**src/rtl/crc8_acc_pkg.sv**
```systemverilog
`timescale 1ns/1ps
package crc8_acc_pkg;
  localparam int CRC_W = 8;
  typedef logic [CRC_W-1:0] crc_t;
  typedef enum logic {ENG_IDLE, ENG_SHIFT} eng_state_e;
endpackage

```
**src/rtl/crc8_acc_engine.sv**
```systemverilog
`timescale 1ns/1ps
module crc8_acc_engine
  import crc8_acc_pkg::*;
#(
  parameter int   FRAME_W = 16,
  parameter crc_t POLY    = 8'h2F,
  parameter crc_t SEED    = 8'hFF
) (
  input  logic               clk,
  input  logic               rst,
  input  logic               clr_i,
  input  logic               start_i,
  input  logic [FRAME_W-1:0] frame_i,
  input  logic               reseed_i,
  output logic               busy_o,
  output logic               last_o,
  output crc_t               nxt_o
);
  localparam int BC_W = $clog2(FRAME_W);

  eng_state_e         st_q;
  logic [FRAME_W-1:0] sh_q;
  logic [BC_W-1:0]    bc_q;
  crc_t               acc_q;
  logic               fb;

  // one bit step: the outgoing top bit meets the next frame bit
  always_comb begin
    fb    = acc_q[CRC_W-1] ^ sh_q[FRAME_W-1];
    nxt_o = {acc_q[CRC_W-2:0], 1'b0} ^ (fb ? POLY : '0);
  end

  assign busy_o = (st_q == ENG_SHIFT);
  assign last_o = busy_o && (bc_q == BC_W'(FRAME_W - 1));

  always_ff @(posedge clk) begin
    if (rst || clr_i) begin
      st_q  <= ENG_IDLE;
      sh_q  <= '0;
      bc_q  <= '0;
      acc_q <= SEED;
    end else begin
      case (st_q)
        ENG_IDLE: begin
          if (start_i) begin
            sh_q <= frame_i;
            bc_q <= '0;
            st_q <= ENG_SHIFT;
          end
        end
        ENG_SHIFT: begin
          sh_q  <= {sh_q[FRAME_W-2:0], 1'b0};
          bc_q  <= bc_q + 1'b1;
          acc_q <= (last_o && reseed_i) ? SEED : nxt_o;
          if (last_o) st_q <= ENG_IDLE;
        end
        default: st_q <= ENG_IDLE;
      endcase
    end
  end
endmodule

```
**src/rtl/crc8_acc_group.sv**
```systemverilog
`timescale 1ns/1ps
module crc8_acc_group
  import crc8_acc_pkg::*;
#(
  parameter int   GRP_FRAMES = 7,
  parameter crc_t SEED       = 8'hFF
) (
  input  logic clk,
  input  logic rst,
  input  logic clr_i,
  input  logic accept_i,
  input  logic dir_i,
  input  logic last_i,
  input  crc_t crc_nxt_i,
  output logic grp_end_o,
  output crc_t crc_o,
  output logic grp_done_o,
  output logic grp_dir_o
);
  localparam int CNT_W = (GRP_FRAMES > 1) ? $clog2(GRP_FRAMES) : 1;

  logic [CNT_W-1:0] cnt_q;
  logic             dir_q;

  assign grp_end_o = last_i && (cnt_q == CNT_W'(GRP_FRAMES - 1));

  always_ff @(posedge clk) begin
    if (rst || clr_i) begin
      cnt_q      <= '0;
      dir_q      <= 1'b0;
      crc_o      <= SEED;
      grp_done_o <= 1'b0;
      grp_dir_o  <= 1'b0;
    end else begin
      grp_done_o <= grp_end_o;
      if (accept_i && cnt_q == '0) dir_q <= dir_i;
      if (last_i) begin
        crc_o <= crc_nxt_i;
        cnt_q <= grp_end_o ? '0 : cnt_q + 1'b1;
      end
      if (grp_end_o) grp_dir_o <= dir_q;
    end
  end
endmodule

```
**src/rtl/crc8_acc_compare.sv**
```systemverilog
`timescale 1ns/1ps
module crc8_acc_compare
  import crc8_acc_pkg::*;
(
  input  logic clk,
  input  logic rst,
  input  logic clr_i,
  input  logic grp_end_i,
  input  crc_t crc_nxt_i,
  input  logic chk_vld_i,
  input  crc_t chk_crc_i,
  output logic mismatch_o
);
  crc_t res_q;
  logic res_vld_q;

  always_ff @(posedge clk) begin
    if (rst || clr_i) begin
      res_q      <= '0;
      res_vld_q  <= 1'b0;
      mismatch_o <= 1'b0;
    end else begin
      if (grp_end_i) begin
        res_q     <= crc_nxt_i;
        res_vld_q <= 1'b1;
      end
      if (chk_vld_i && res_vld_q && (chk_crc_i != res_q)) mismatch_o <= 1'b1;
    end
  end
endmodule

```
**src/rtl/frame_crc8_acc.sv**
```systemverilog
`timescale 1ns/1ps
module frame_crc8_acc
  import crc8_acc_pkg::*;
#(
  parameter int   FRAME_W    = 16,
  parameter int   GRP_FRAMES = 7,
  parameter crc_t POLY       = 8'h2F,
  parameter crc_t SEED       = 8'hFF
) (
  input  logic               clk,
  input  logic               rst,
  input  logic               clr_i,
  input  logic               frm_vld_i,
  input  logic [FRAME_W-1:0] frm_data_i,
  input  logic               dir_i,
  input  logic               chk_vld_i,
  input  logic [CRC_W-1:0]   chk_crc_i,
  output logic               busy_o,
  output logic [CRC_W-1:0]   crc_o,
  output logic               grp_done_o,
  output logic               grp_dir_o,
  output logic               mismatch_o
);
  logic accept, last, grp_end;
  crc_t crc_nxt;

  assign accept = frm_vld_i && !busy_o;

  crc8_acc_engine #(.FRAME_W(FRAME_W), .POLY(POLY), .SEED(SEED)) u_eng (
    .clk(clk), .rst(rst), .clr_i(clr_i), .start_i(accept), .frame_i(frm_data_i),
    .reseed_i(grp_end), .busy_o(busy_o), .last_o(last), .nxt_o(crc_nxt)
  );

  crc8_acc_group #(.GRP_FRAMES(GRP_FRAMES), .SEED(SEED)) u_grp (
    .clk(clk), .rst(rst), .clr_i(clr_i), .accept_i(accept), .dir_i(dir_i),
    .last_i(last), .crc_nxt_i(crc_nxt), .grp_end_o(grp_end), .crc_o(crc_o),
    .grp_done_o(grp_done_o), .grp_dir_o(grp_dir_o)
  );

  crc8_acc_compare u_cmp (
    .clk(clk), .rst(rst), .clr_i(clr_i), .grp_end_i(grp_end), .crc_nxt_i(crc_nxt),
    .chk_vld_i(chk_vld_i), .chk_crc_i(chk_crc_i), .mismatch_o(mismatch_o)
  );
endmodule

```
**config.mk**
```make
export PLATFORM = sky130hd
export DESIGN_NAME = frame_crc8_acc
export DESIGN_NICKNAME = d
export VERILOG_FILES = /design/src/rtl/crc8_acc_pkg.sv /design/src/rtl/crc8_acc_engine.sv /design/src/rtl/crc8_acc_group.sv /design/src/rtl/crc8_acc_compare.sv /design/src/rtl/frame_crc8_acc.sv
export SDC_FILE = /design/constraint.sdc
export NUM_CORES = 1
export LEC_CHECK = 0
export ABC_AREA = 1
export BUFFER_PORTS_ARGS = -buffer_cell sky130_fd_sc_hd__buf_2
export CAP_MARGIN = 20
export CORE_MARGIN = 8
export CORE_UTILIZATION = 51
export CTS_BUF_LIST = sky130_fd_sc_hd__clkbuf_2 sky130_fd_sc_hd__clkbuf_4 sky130_fd_sc_hd__clkbuf_8
export DETAILED_ROUTE_END_ITERATION = 8
export PLACE_DENSITY = 0.77
export SKIP_LAST_GASP = 1
export SYNTH_ARGS = -nofsm -noshare
export SYNTH_HDL_FRONTEND = slang
export SYNTH_SLANG_ARGS = --single-unit
```
**constraint.sdc**
```tcl
create_clock -name clk -period 1.5 [get_ports clk]
set_clock_uncertainty 0.05 [all_clocks]
set_input_delay 0.15 -clock clk [delete_from_list [all_inputs] [get_ports clk]]
set_output_delay 0.15 -clock clk [all_outputs]
set_load 0.01 [all_outputs]
```
Word level (Yosys, flattened, before mapping)
Index checks and enable logic that the tools add are counted.
{"block": "classes", "reduce_logical": 10, "add_sub_neg": 2, "muxes": 10, "n_eq_ne": 4, "bitwise_logic": 3}
{"op": "one-hot mux 16 bit (2 select lines)", "count": 1}
{"op": "2-to-1 mux 16 bit", "count": 1}
{"op": "2-to-1 mux 8 bit", "count": 1}
{"op": "inequality test 8 bit", "count": 1}
{"op": "one-hot mux 4 bit (2 select lines)", "count": 1}
{"op": "bitwise XOR 8 bit", "count": 1}
{"op": "logical AND 1 bit", "count": 7}
{"op": "2-to-1 mux 6 bit", "count": 1}
{"op": "adder 4 x 1 -> 4 bit (second input constant)", "count": 1}
{"op": "equality test 4 bit (second input constant)", "count": 1}
{"op": "2-to-1 mux 4 bit", "count": 1}
{"op": "adder 3 x 1 -> 3 bit (second input constant)", "count": 1}
{"op": "equality test 3 bit (second input constant)", "count": 1}
{"op": "zero test 3 bit", "count": 1}
{"op": "2-to-1 mux 3 bit", "count": 1}
{"op": "2-to-1 mux 1 bit", "count": 2}
{"op": "inequality test 2 x 1 -> 1 bit (second input constant)", "count": 1}
{"op": "one-hot mux 1 bit (2 select lines)", "count": 1}
{"op": "zero test 1 bit", "count": 1}
{"op": "logical OR 1 bit", "count": 1}
{"op": "inverter 1 bit", "count": 1}
{"op": "bitwise XOR 1 bit", "count": 1}
{"block": "word_totals", "out_inout_bits": 12, "input_bits": 30, "elab_cells": 41, "ff_bits": 53}

Longest topological paths before layout
Gate-level depths: netlist (run 1).
{"block": "logic_depth", "ltp_word": 5, "mapped_depth": 10, "mapped_depth_nobuf": 9}

Cells and area by module
Synthesis (run 1) repeated with hierarchy kept, for this count alone.
{"block": "unflattened", "hier_cells": 365, "area_unflattened_um2": 2551.2}
{"module": "crc8_acc_engine", "area_per_inst_um2": 1457.6, "seq_area_each_um2": 580.6, "instances": 1, "cells_each": 220}
{"module": "crc8_acc_group", "area_per_inst_um2": 570.5, "seq_area_each_um2": 280.3, "instances": 1, "cells_each": 71}
{"module": "crc8_acc_compare", "area_per_inst_um2": 513.0, "seq_area_each_um2": 200.2, "instances": 1, "cells_each": 72}
{"module": "frame_crc8_acc", "area_per_inst_um2": 10.0, "seq_area_each_um2": 0.0, "instances": 1, "cells_each": 2}

Worst setup path before layout (run 1)
OpenSTA, ideal clock, no wires.
{"block": "synth_path", "path_kind": "register -> register", "startpoint": "reg u_eng.bc_q[0]", "endpoint": "reg u_cmp.res_q[3]", "period_less_slack_ns": 1.398, "setup_slack_ns": 0.102, "path_buffers": 1, "t_required_ns": 1.375, "stages_incl_launch_ff": 9, "setup_time_ns": 0.075, "arrival_time_ns": 1.273, "path_cell_list": "dfxtp_1 > ha_1 > nand2_2 > nor2_4 > nand2_2 > nor2_4 > nand2_1 > buf_2 > o22ai_1"}
{"block": "synth_via", "elab_chain_len": 3}
{"item": "from (decl)", "line_no": "crc8_acc_engine.sv:23", "text": "logic [BC_W-1:0] bc_q;"}
{"item": "from (signal assigned)", "line_no": "crc8_acc_engine.sv:53", "text": "bc_q <= bc_q + 1'b1;"}
{"item": "equality test 4 bit", "line_no": "crc8_acc_engine.sv:34", "text": "assign last_o = busy_o && (bc_q == BC_W'(FRAME_W - 1));"}
{"item": "logical AND 1 bit", "line_no": "crc8_acc_engine.sv:34"}
{"item": "logical AND 1 bit", "line_no": "crc8_acc_group.sv:25", "text": "assign grp_end_o = last_i && (cnt_q == CNT_W'(GRP_FRAMES - 1));"}
{"item": "to (signal assigned)", "line_no": "crc8_acc_compare.sv:24", "text": "res_q <= crc_nxt_i;"}
{"item": "to (decl)", "line_no": "crc8_acc_compare.sv:14", "text": "crc_t res_q;"}
No other way between the ends.
A chain may end at the register's enable or synchronous reset.

Final worst setup path (run 1)
{"block": "layout_path", "startpoint": "reg u_eng.bc_q[1]", "endpoint": "reg u_cmp.res_q[5]"}
The elaborated chain is that of the path after synthesis.

==> PnR_summary.wiki, run 1 <==
{| class="wikitable"
! Metric !! Value
|-
| Largest cells by area after synthesis || dfxtp_1 (47%), nand2_1 (16%), inv_1 (6.5%), a21oi_1 (4.0%), a22oi_1 (4.0%)
|-
| Leftover overflow at the end of global routing || 0
|-
| Source of the critical timing path || u_eng.bc_q[1]$_SDFFE_PP0P_
|-
| Area share of the leading cell type in the synthesized netlist || 47.5%
|-
| Path depth of the worst reg2reg path || 7
|-
| Skew-Pair Late Insertion Delay || 0.31 ns
|-
| Max-cap viol count || 0
|-
| Vias in the first global route || 1876
|-
| Post-route fraction of the period consumed by the critical path || 95.5%
|-
| Die area || 6760 um^2
|-
| WL final || 4890 um
|-
| Sequential group share of total power || 51.5%
|-
| Crit-path max FO || 11
|-
| Worst Hold Launch || frm_data_i[0]
|-
| Peak clock frequency supported by timing || 698 MHz
|-
| Num rows || 24
|-
| Standard cell core area || 4290 um^2
|-
| Post-route setup slack || 0.0675 ns
|-
| Routed vias/inst || 4.95
|-
| Routed via count || 1980
|-
| Post-synthesis cell count || 300
|-
| Total net switching power || 0.000610 W
|-
| Start-to-end type of the worst setup path || flip-flop to flip-flop
|-
| Initial core utilization || 52.1%
|-
| Post-synthesis sequential area ratio || 47.5%
|-
| Internal power component || 0.00219 W
|-
| Half-perimeter wire length of the detailed placement result || 3530 um
|-
| Fraction of layout cells with a size suffix above 1 || 20.7%
|-
| First-pass iteration count of the detailed router || 4
|-
| Slowest library cell on the worst path || dfxtp_1
|-
| GRT Util Overall || 15.0%
|-
| Count of buffers from port buffering || 41
|-
| Cell taking the most area after synthesis || dfxtp_1
|-
| Ant. Diodes || 0
|-
| Startpoint type of the worst setup path || flip-flop
|-
| Reg clk slew, reported paths || 0.10 ns
|-
| Number of buffers added to fix hold violations after cts || 0
|-
| Final critical path time including I/O delays and setup || 1.43 ns
|-
| Data arrival, critical path || 1.62 ns
|-
| Synth warnings || 0
|-
| Place WS || -0.0157 ns
|-
| Wire length per cell after detailed routing || 12.2 um
|-
| Crit-path most repeated cell || nand2_2
|-
| Slew HR || 77.3%
|-
| Boundary pin count || 42
|-
| Setup TNS || 0 ns
|-
| Worst min path class || input pin to flip-flop
|-
| Synthesis-to-finish area growth || 19.8%
|-
| Endpoints failing hold || 0
|-
| Pin count of the biggest net entering global routing || 30
|-
| Antenna-violating nets left || 0
|-
| Setup repair after global routing missed its margin || true
|-
| Largest buffer count on any clock path || 2
|-
| Count of distinct cell types in the synthesized netlist || 25
|-
| Syn avg cell area || 7.45 um^2
|-
| Yosys reg bits || 53
|-
| Crit path capture type || flip-flop
|-
| Slew at the pin with the worst max-slew slack || 0.338 ns
|-
| Run status || completed
|-
| Total nets after synthesis || 334
|-
| Part of the power in combinational logic || 7.7%
|-
| Worst Hold Depth || 3
|-
| Data required time at the worst endpoint || 1.69 ns
|-
| H-tree level count || 2
|-
| Post-CTS Repair Setup Buffers || 0
|-
| Root Buffer || clkbuf_8
|-
| Leakage Power || 1.32 nW
|-
| Die Width || 82.2 um
|-
| Switching Fraction || 21.8%
|-
| Cell-by-cell trace of the critical path || ha_1, nand2_2, nor2_4, nand2_2, nor2_4, nand2_2, o22ai_1
|-
| CTS tree || yes
|-
| Die Ht || 82.2 um
|-
| Sinks on Clock Net || 53
|-
| Post-layout instance count excluding filler cells || 400
|-
| DRC viols || 0
|-
| Number of endpoints failing setup at the final stage || 0
|-
| Largest stage delay on the critical path || 0.36 ns
|-
| Combined area of all synthesized cells || 2240 um^2
|-
| Post-layout nets || 381
|-
| Fraction of the core area covered by cells at the end of the flow || 62.4%
|-
| Global placement routability congestion || 0.767
|-
| First-iteration detailed-routing DRC count || 122
|-
| Clock power frac || 40.8%
|-
| P per Cell Area || 1040 nW/um^2
|-
| Placed Cells || 392
|-
| Worst IR Drop VDD || 581 uV
|-
| Number of CTS-inserted buffers || 5
|-
| Slew Viols, Final || 0
|-
| Global-route wire length before repair || 8050 um
|-
| Worst R2R Start || u_eng.bc_q[1]$_SDFFE_PP0P_
|-
| Antenna violations before repair || 0
|}
-- flip-flops by register name, summed over array words and instances, names as in the netlist --
name and cells:
u_grp.grp_dir_o 1, u_eng.bc_q 4, u_eng.sh_q 16, u_cmp.res_vld_q 1, u_eng.busy_o 1, u_grp.grp_done_o 1, u_cmp.res_q 8, u_eng.acc_q 8
u_cmp.mismatch_o 1, u_grp.cnt_q 3, u_grp.crc_o 8, u_grp.dir_q 1
-- metrics by stage --
step           cell area, um^2  power [W]  hold slack [ns]
6_report                  2680    0.00280           0.0410
4_1_cts                   2670    0.00282           0.0394
3_5_place_dp              2530    0.00169            0.371
3_3_place_gp              2530    0.00168            0.359
5_1_grt                   2680    0.00290           0.0410
2_1_floorplan             2240    0.00160            0.244
-- cell type report --
type	count	area, um^2
Fill cell	398	1620
Sequential cell	53	1060
Timing Repair Buffer	51	280
Multi-Input combinational cell	194	976
Inverter	42	158
Clock inverter	3	68.8
Tap cell	52	65.1
Clock buffer	5	68.8
-- power by group through the flow --
stage,Clock [W],Sequential (W),Combinational [W]
2_1_floorplan,0,0.00147,0.000129
3_3_place_gp,0,0.00147,0.000210
3_5_place_dp,0,0.00147,0.000214
4_1_cts,0.00117,0.00144,0.000215
5_1_grt,0.00122,0.00144,0.000243
6_report,0.00114,0.00144,0.000215
-- kinds of logic after synthesis --
logic type               Yosys count  share of synthesized area [%]
buffers and inverters             53                           9.35
AO/OA/AOI/OAI                     52                           13.8
adder cells (fa/ha/maj)            4                           2.24
flip-flops                        53                           47.5
AND/OR/NAND/NOR                  129                           23.7
XOR/XNOR                           9                           3.53
-- placed cells by master (no fill, tap or decap), drive strengths merged --
| cell type | n |
|---|---|
| nand2 | 97 |
| dfxtp | 53 |
| buf | 51 |
| inv | 42 |
| nor2 | 19 |
| a21oi | 18 |
| o21ai | 13 |
| a22oi | 12 |
| nand3 | 11 |
| xnor2 | 7 |
| clkbuf | 5 |
| o211ai | 4 |
| o22ai | 4 |
| ha | 4 |
| xor2 | 2 |
| bufinv | 2 |
| a211oi | 1 |
| clkinv | 1 |
| nand4 | 1 |
| nand3b | 1 |
-- synthesized netlist by cell type --
master and number:
buf_2 8, o211ai_1 4, xnor2_1 7, nand3_1 11, nand4_1 1, a22oi_1 12, xor2_1 2, nand3b_1 1
o21ai_0 8, o21ai_1 5, inv_2 2, a211oi_1 1, clkinv_1 1, nor2_4 2, nand2_1 95, a21oi_1 18
ha_1 4, buf_1 1, o22ai_1 4, dfxtp_1 53, nor2_1 15, nand2_2 2, nor2_2 2, inv_1 39
clkbuf_1 2
-- critical path, delay by kind of cell (launching register included) --
family / cells / cell delay (ns)
and+or+nand+nor: 5 / 0.59
DFF: 1 / 0.36
AOI/OAI and AO/OA: 1 / 0.21
adders and majority gates: 1 / 0.16
-- metal layers --
| metal | wire length [um] | vias up | GRT usage, % |
|---|---|---|---|
| met4 | 55 | 0 | 5.26 |
| met5 | 0 | - | 0 |
| met1 | 2140 | 893 | 16.9 |
| met2 | 2430 | 45 | 26.9 |
| li1 | - | 1038 | - |
| met3 | 264 | 4 | 3.57 |
-- path summary, 6_finish.rpt --
| kind | end | slack (ns) |
|---|---|---|
| setup / recovery | u_cmp.res_q[5]$_SDFFE_PP0P_ | 0.07 |
| hold reg to reg | u_cmp.mismatch_o$_SDFFE_PP0P_ | 0.41 |
| hold / removal | u_eng.sh_q[0]$_SDFFE_PP0P_ | 0.04 |
| setup reg to reg | u_cmp.res_q[5]$_SDFFE_PP0P_ | 0.07 |
-- repair_timing --
item / in CTS / in global routing
gates resized for setup: 1 / 4
cloned: 0 / 0
setup endpoints to repair: 4 / 18
Power figures use the tool's default switching activity.
==> run 2: changes to the inputs <==
Settings changed: RECOVER_POWER set to 100.
==> PnR_summary.wiki, run 2 (synthesis results as in run 1) <==
{| class="wikitable"
! Metric !! Value
|-
| Reg with most FFs || u_eng.sh_q
|-
| Data arrival, critical path || 1.58 ns
|-
| Path depth of the worst reg2reg path || 8
|-
| Die area || 6760 um^2
|-
| Num rows || 24
|-
| Boundary pin count || 42
|-
| Worst Hold Depth || 3
|-
| Routed via count || 1980
|-
| Endpoint of the worst hold path || u_eng.sh_q[0]$_SDFFE_PP0P_
|-
| Wire length per cell after detailed routing || 12.2 um
|-
| Skew-Pair Late Insertion Delay || 0.31 ns
|-
| Vias in the first global route || 1876
|-
| Initial core utilization || 52.1%
|-
| GRT Util Overall || 15.0%
|-
| Post-layout nets || 381
|-
| Worst IR Drop VDD || 582 uV
|-
| Pin count of the biggest net entering global routing || 30
|-
| Endpoints failing hold || 0
|-
| Total power draw || 0.00280 W
|-
| Run status || completed
|-
| First-pass iteration count of the detailed router || 4
|-
| WL final || 4890 um
|-
| Sinks on Clock Net || 53
|-
| Global placement routability congestion || 0.767
|-
| Startpoint type of the worst setup path || flip-flop
|-
| Worst min path class || input pin to flip-flop
|-
| CTS tree || yes
|-
| Source of the critical timing path || u_eng.bc_q[1]$_SDFFE_PP0P_
|-
| Data required time at the worst endpoint || 1.65 ns
|-
| Largest stage delay on the critical path || 0.36 ns
|-
| Crit-path most repeated cell || nand2_2
|-
| Flip-flop count of the largest register after layout || 16
|-
| Standard cell core area || 4290 um^2
|-
| Largest buffer count on any clock path || 2
|-
| Cell-by-cell trace of the critical path || ha_1, nand2_2, nor2_4, nand2_2, nor2_4, inv_2, nand2_2, o22ai_1
|-
| Root Buffer || clkbuf_8
|-
| Number of buffers added to fix hold violations after cts || 0
|-
| Global-route wire length before repair || 8050 um
|-
| Worst R2R Start || u_eng.bc_q[1]$_SDFFE_PP0P_
|-
| Setup repair after global routing missed its margin || true
|-
| Slew HR || 74.4%
|-
| First-iteration detailed-routing DRC count || 134
|-
| Ant. Diodes || 0
|-
| Leakage Power || 1.30 nW
|-
| Most frequent cells in the layout || nand2_1 (92), dfxtp_1 (52), inv_1 (39)
|-
| Reg clk slew, reported paths || 0.10 ns
|-
| Number of endpoints failing setup at the final stage || 0
|-
| Antenna violations before repair || 0
|-
| Peak clock frequency supported by timing || 699 MHz
|-
| Slowest library cell on the worst path || dfxtp_1
|-
| H-tree level count || 2
|-
| Commonest non-fill, non-tap cell in the layout || nand2_1
|-
| DRC viols || 0
|-
| Post-route setup slack || 0.0702 ns
|-
| Max-cap viol count || 0
|-
| Antenna-violating nets left || 0
|-
| P per Cell Area || 1050 nW/um^2
|-
| Routed vias/inst || 4.95
|-
| Fraction of layout cells with a size suffix above 1 || 17.5%
|-
| Place WS || -0.0157 ns
|-
| Die Ht || 82.2 um
|-
| Half-perimeter wire length of the detailed placement result || 3530 um
|-
| Final critical path time including I/O delays and setup || 1.43 ns
|-
| Setup TNS || 0 ns
|-
| Start-to-end type of the worst setup path || flip-flop to flip-flop
|-
| Leftover overflow at the end of global routing || 0
|-
| Critical R2R Capture || u_cmp.res_q[5]$_SDFFE_PP0P_
|-
| Synthesis-to-finish area growth || 19.1%
|-
| Crit path capture type || flip-flop
|-
| Post-route fraction of the period consumed by the critical path || 95.3%
|-
| Crit-path max FO || 12
|-
| Setup slack of the most critical reg-to-reg path || 0.07 ns
|-
| Slew Viols, Final || 0
|-
| Slew at the pin with the worst max-slew slack || 0.384 ns
|-
| Die Width || 82.2 um
|-
| Post-CTS Repair Setup Buffers || 0
|-
| Number of CTS-inserted buffers || 5
|-
| Worst Hold Launch || frm_data_i[0]
|-
| Count of buffers from port buffering || 41
|}
## run 2: cell count changes in the layout (fill, tap and decap cells not counted)
| cell | change |
|---|---|
| clkbuf_2 | +1 |
| buf_2 | -11 |
| clkbuf_1 | +11 |
| buf_4 | -1 |
## run 2: critical path, delay by kind of cell, from the launching register on
kind / cells / cell delay [ns]
DFF: 1 / 0.36
adders and majority gates: 1 / 0.16
buffers and inverters: 1 / 0.12
and+or+nand+nor: 5 / 0.55
AOI/OAI and AO/OA: 1 / 0.08
## run 2: what timing repair did
item	CTS	global route
endpoints found under the setup margin	4	18
gates cloned	0	0
gates resized for setup	1	4
## run 2: power breakdown
part,total [W],internal (W),switching (W)
clock network,0.00114,0.000671,0.000472
logic,0.000214,0.0000864,0.000127
registers,0.00144,0.00143,0.0000132
## run 2: how the worst max path moves through the flow
stage / end / cells after the start
after floorplan: u_cmp.res_q[3]$_SDFFE_PP0P_ / 8
after global placement: u_cmp.res_q[3]$_SDFFE_PP0P_ / 7
after detailed placement: u_cmp.res_q[3]$_SDFFE_PP0P_ / 7
after CTS: u_cmp.res_q[3]$_SDFFE_PP0P_ / 8
after global routing: u_cmp.res_q[3]$_SDFFE_PP0P_ / 8
final: u_cmp.res_q[5]$_SDFFE_PP0P_ / 8
## run 2: layout make-up
cell class / count / area (um^2)
clock buffer: 5 / 68.8
clock inverter: 3 / 68.8
fill: 406 / 1630
inverter: 42 / 158
multi-input combinational: 194 / 976
sequential: 53 / 1060
tap: 52 / 65.1
timing repair buffer: 51 / 264
## run 2: metrics by stage
stage	utilization (%)	area [um^2]	hold slack (ns)	std cells
CTS	62.2	2670	0.0394	400
global placement	59.0	2530	0.359	392
global route	62.0	2660	0.0410	400
detailed placement	59.0	2530	0.371	392
finish	62.0	2660	0.0407	400
floorplan	-	2240	0.244	300
## run 2: per-layer routing
metal	global-route usage (%)	wire [um]	share of wire (%)
met3	3.57	226	4.6
met5	0	0	0
met1	16.9	2170	44
met4	5.26	55	1.1
met2	26.9	2440	50
==> run 3: changes to the inputs <==
Settings changed: CAP_MARGIN 20 to 30, CELL_PAD_IN_SITES_DETAIL_PLACEMENT set to 1, CELL_PAD_IN_SITES_GLOBAL_PLACEMENT set to 2, CORE_UTILIZATION 51 to 29, PLACE_DENSITY 0.77 to unset, PLACE_DENSITY_LB_ADDON set to 0.1.
==> PnR_summary.wiki, run 3 (synthesis results as in run 1) <==
{| class="wikitable"
! Metric !! Value
|-
| Total power draw || 0.00249 W
|-
| Post-layout nets || 389
|-
| Num rows || 32
|-
| Vias in the first global route || 2143
|-
| Worst min path class || input pin to flip-flop
|-
| Start-to-end type of the worst setup path || flip-flop to flip-flop
|-
| DRC viols || 0
|-
| Post-route fraction of the period consumed by the critical path || 93.7%
|-
| Die area || 10800 um^2
|-
| Post-route setup slack || 0.0947 ns
|-
| First-iteration detailed-routing DRC count || 96
|-
| Startpoint type of the worst setup path || flip-flop
|-
| Crit path capture type || flip-flop
|-
| Total non-filler cell area in the finished layout || 2730 um^2
|-
| Slew Viols, Final || 0
|-
| Initial core utilization || 29.4%
|-
| Pin count of the biggest net entering global routing || 23
|-
| Fraction of layout cells with a size suffix above 1 || 18.9%
|-
| Wire length per cell after detailed routing || 12.6 um
|-
| Slew at the pin with the worst max-slew slack || 0.392 ns
|-
| Die Width || 104 um
|-
| Routed vias/inst || 4.38
|-
| Ant. Diodes || 0
|-
| Setup repair after global routing missed its margin || true
|-
| Placed cell area || 2670 um^2
|-
| Slew HR || 73.9%
|-
| Place WS || -0.00742 ns
|-
| Worst IR Drop VDD || 338 uV
|-
| Worst hold margin || 0.0448 ns
|-
| Max-cap viol count || 0
|-
| Register area || 1060 um^2
|-
| Root Buffer || clkbuf_8
|-
| CTS tree || yes
|-
| Skew-Pair Late Insertion Delay || 0.30 ns
|-
| Post-CTS Repair Setup Buffers || 0
|-
| Antenna violations before repair || 0
|-
| Die Ht || 104 um
|-
| H-tree level count || 2
|-
| Filler Cells Inserted || 973
|-
| Most frequent cells in the layout || nand2_1 (92), dfxtp_1 (52), inv_1 (39)
|-
| Sinks on Clock Net || 53
|-
| Crit-path max FO || 4
|-
| Endpoints failing hold || 0
|-
| Antenna-violating nets left || 0
|-
| Global placement routability congestion || 0.698
|-
| Peak clock frequency supported by timing || 712 MHz
|-
| Standard cell core area || 7610 um^2
|-
| Global-route wire length before repair || 10200 um
|-
| Boundary pin count || 42
|-
| WL final || 5760 um
|-
| Data arrival, critical path || 1.57 ns
|-
| Data required time at the worst endpoint || 1.67 ns
|-
| Commonest non-fill, non-tap cell in the layout || nand2_1
|-
| Run status || completed
|-
| Largest buffer count on any clock path || 2
|-
| Reg clk slew, reported paths || 0.09 ns
|-
| P per Cell Area || 913 nW/um^2
|-
| First-pass iteration count of the detailed router || 4
|-
| Setup TNS || 0 ns
|-
| Number of endpoints failing setup at the final stage || 0
|-
| Synthesis-to-finish area growth || 22.1%
|-
| Leftover overflow at the end of global routing || 0
|-
| Final critical path time including I/O delays and setup || 1.41 ns
|-
| Area used by multi-input combinational logic || 978 um^2
|-
| Reg with most FFs || u_eng.sh_q
|-
| Flip-flop count of the largest register after layout || 16
|-
| Half-perimeter wire length of the detailed placement result || 4470 um
|-
| Number of CTS-inserted buffers || 5
|-
| Count of buffers from port buffering || 41
|-
| Routed via count || 2002
|-
| Leakage Power || 1.33 nW
|-
| GRT Util Overall || 11.2%
|}
run 3: final timing paths:
check / from / endpoint / slack, ns / cells after the start
setup / recovery: u_eng.bc_q[0]$_SDFFE_PP0P_ / u_eng.acc_q[7]$_SDFFE_PP1P_ / 0.09 / 8
hold / removal: frm_data_i[0] / u_eng.sh_q[0]$_SDFFE_PP0P_ / 0.04 / 3
setup reg to reg: u_eng.bc_q[0]$_SDFFE_PP0P_ / u_eng.acc_q[7]$_SDFFE_PP1P_ / 0.09 / 8
hold reg to reg: u_cmp.mismatch_o$_SDFFE_PP0P_ / u_cmp.mismatch_o$_SDFFE_PP0P_ / 0.41 / 2
run 3: timing repair:
item / 4_1_cts / 5_1_grt
endpoints found under the setup margin: 4 / 18
endpoints found under the hold margin: 0 / 0
hold buffers: 0 / 0
resized for setup: 1 / 7
run 3: critical path, cell delays in order (launching register included):
cell      delay (ns)
dfxtp_1         0.34
ha_1            0.16
nand2_2         0.07
nor2_4          0.10
nand2_2         0.09
nor2_4          0.17
buf_4           0.16
o21ai_1         0.07
o211ai_1        0.10
run 3: report_power, final:
group,switching [W],internal (W),leakage [nW]
sequential,0.0000124,0.00143,0.430
clock,0.000438,0.000385,0.0477
combinational,0.000135,0.0000932,0.852
run 3: routing by layer:
layer	vias up	global-route usage, %	share of wire, %
met5	-	0	0
met4	0	4.34	1.3
met3	8	2.73	4.0
met2	34	18.5	46
met1	908	13.8	48
li1	1052	-	-
run 3: layout make-up:
class	instances	share of cell area, %
Sequential cell	53	38.9
Multi-Input combinational cell	194	35.8
Timing Repair Buffer	59	11.4
Inverter	42	5.87
Tap cell	102	4.67
Clock buffer	7	3.30
run 3: through the flow:
stage          std cells  utilization (%)
2_1_floorplan        300                -
3_3_place_gp         450             35.1
3_5_place_dp         450             35.1
4_1_cts              457             36.3
5_1_grt              457             35.9
6_report             457             35.9
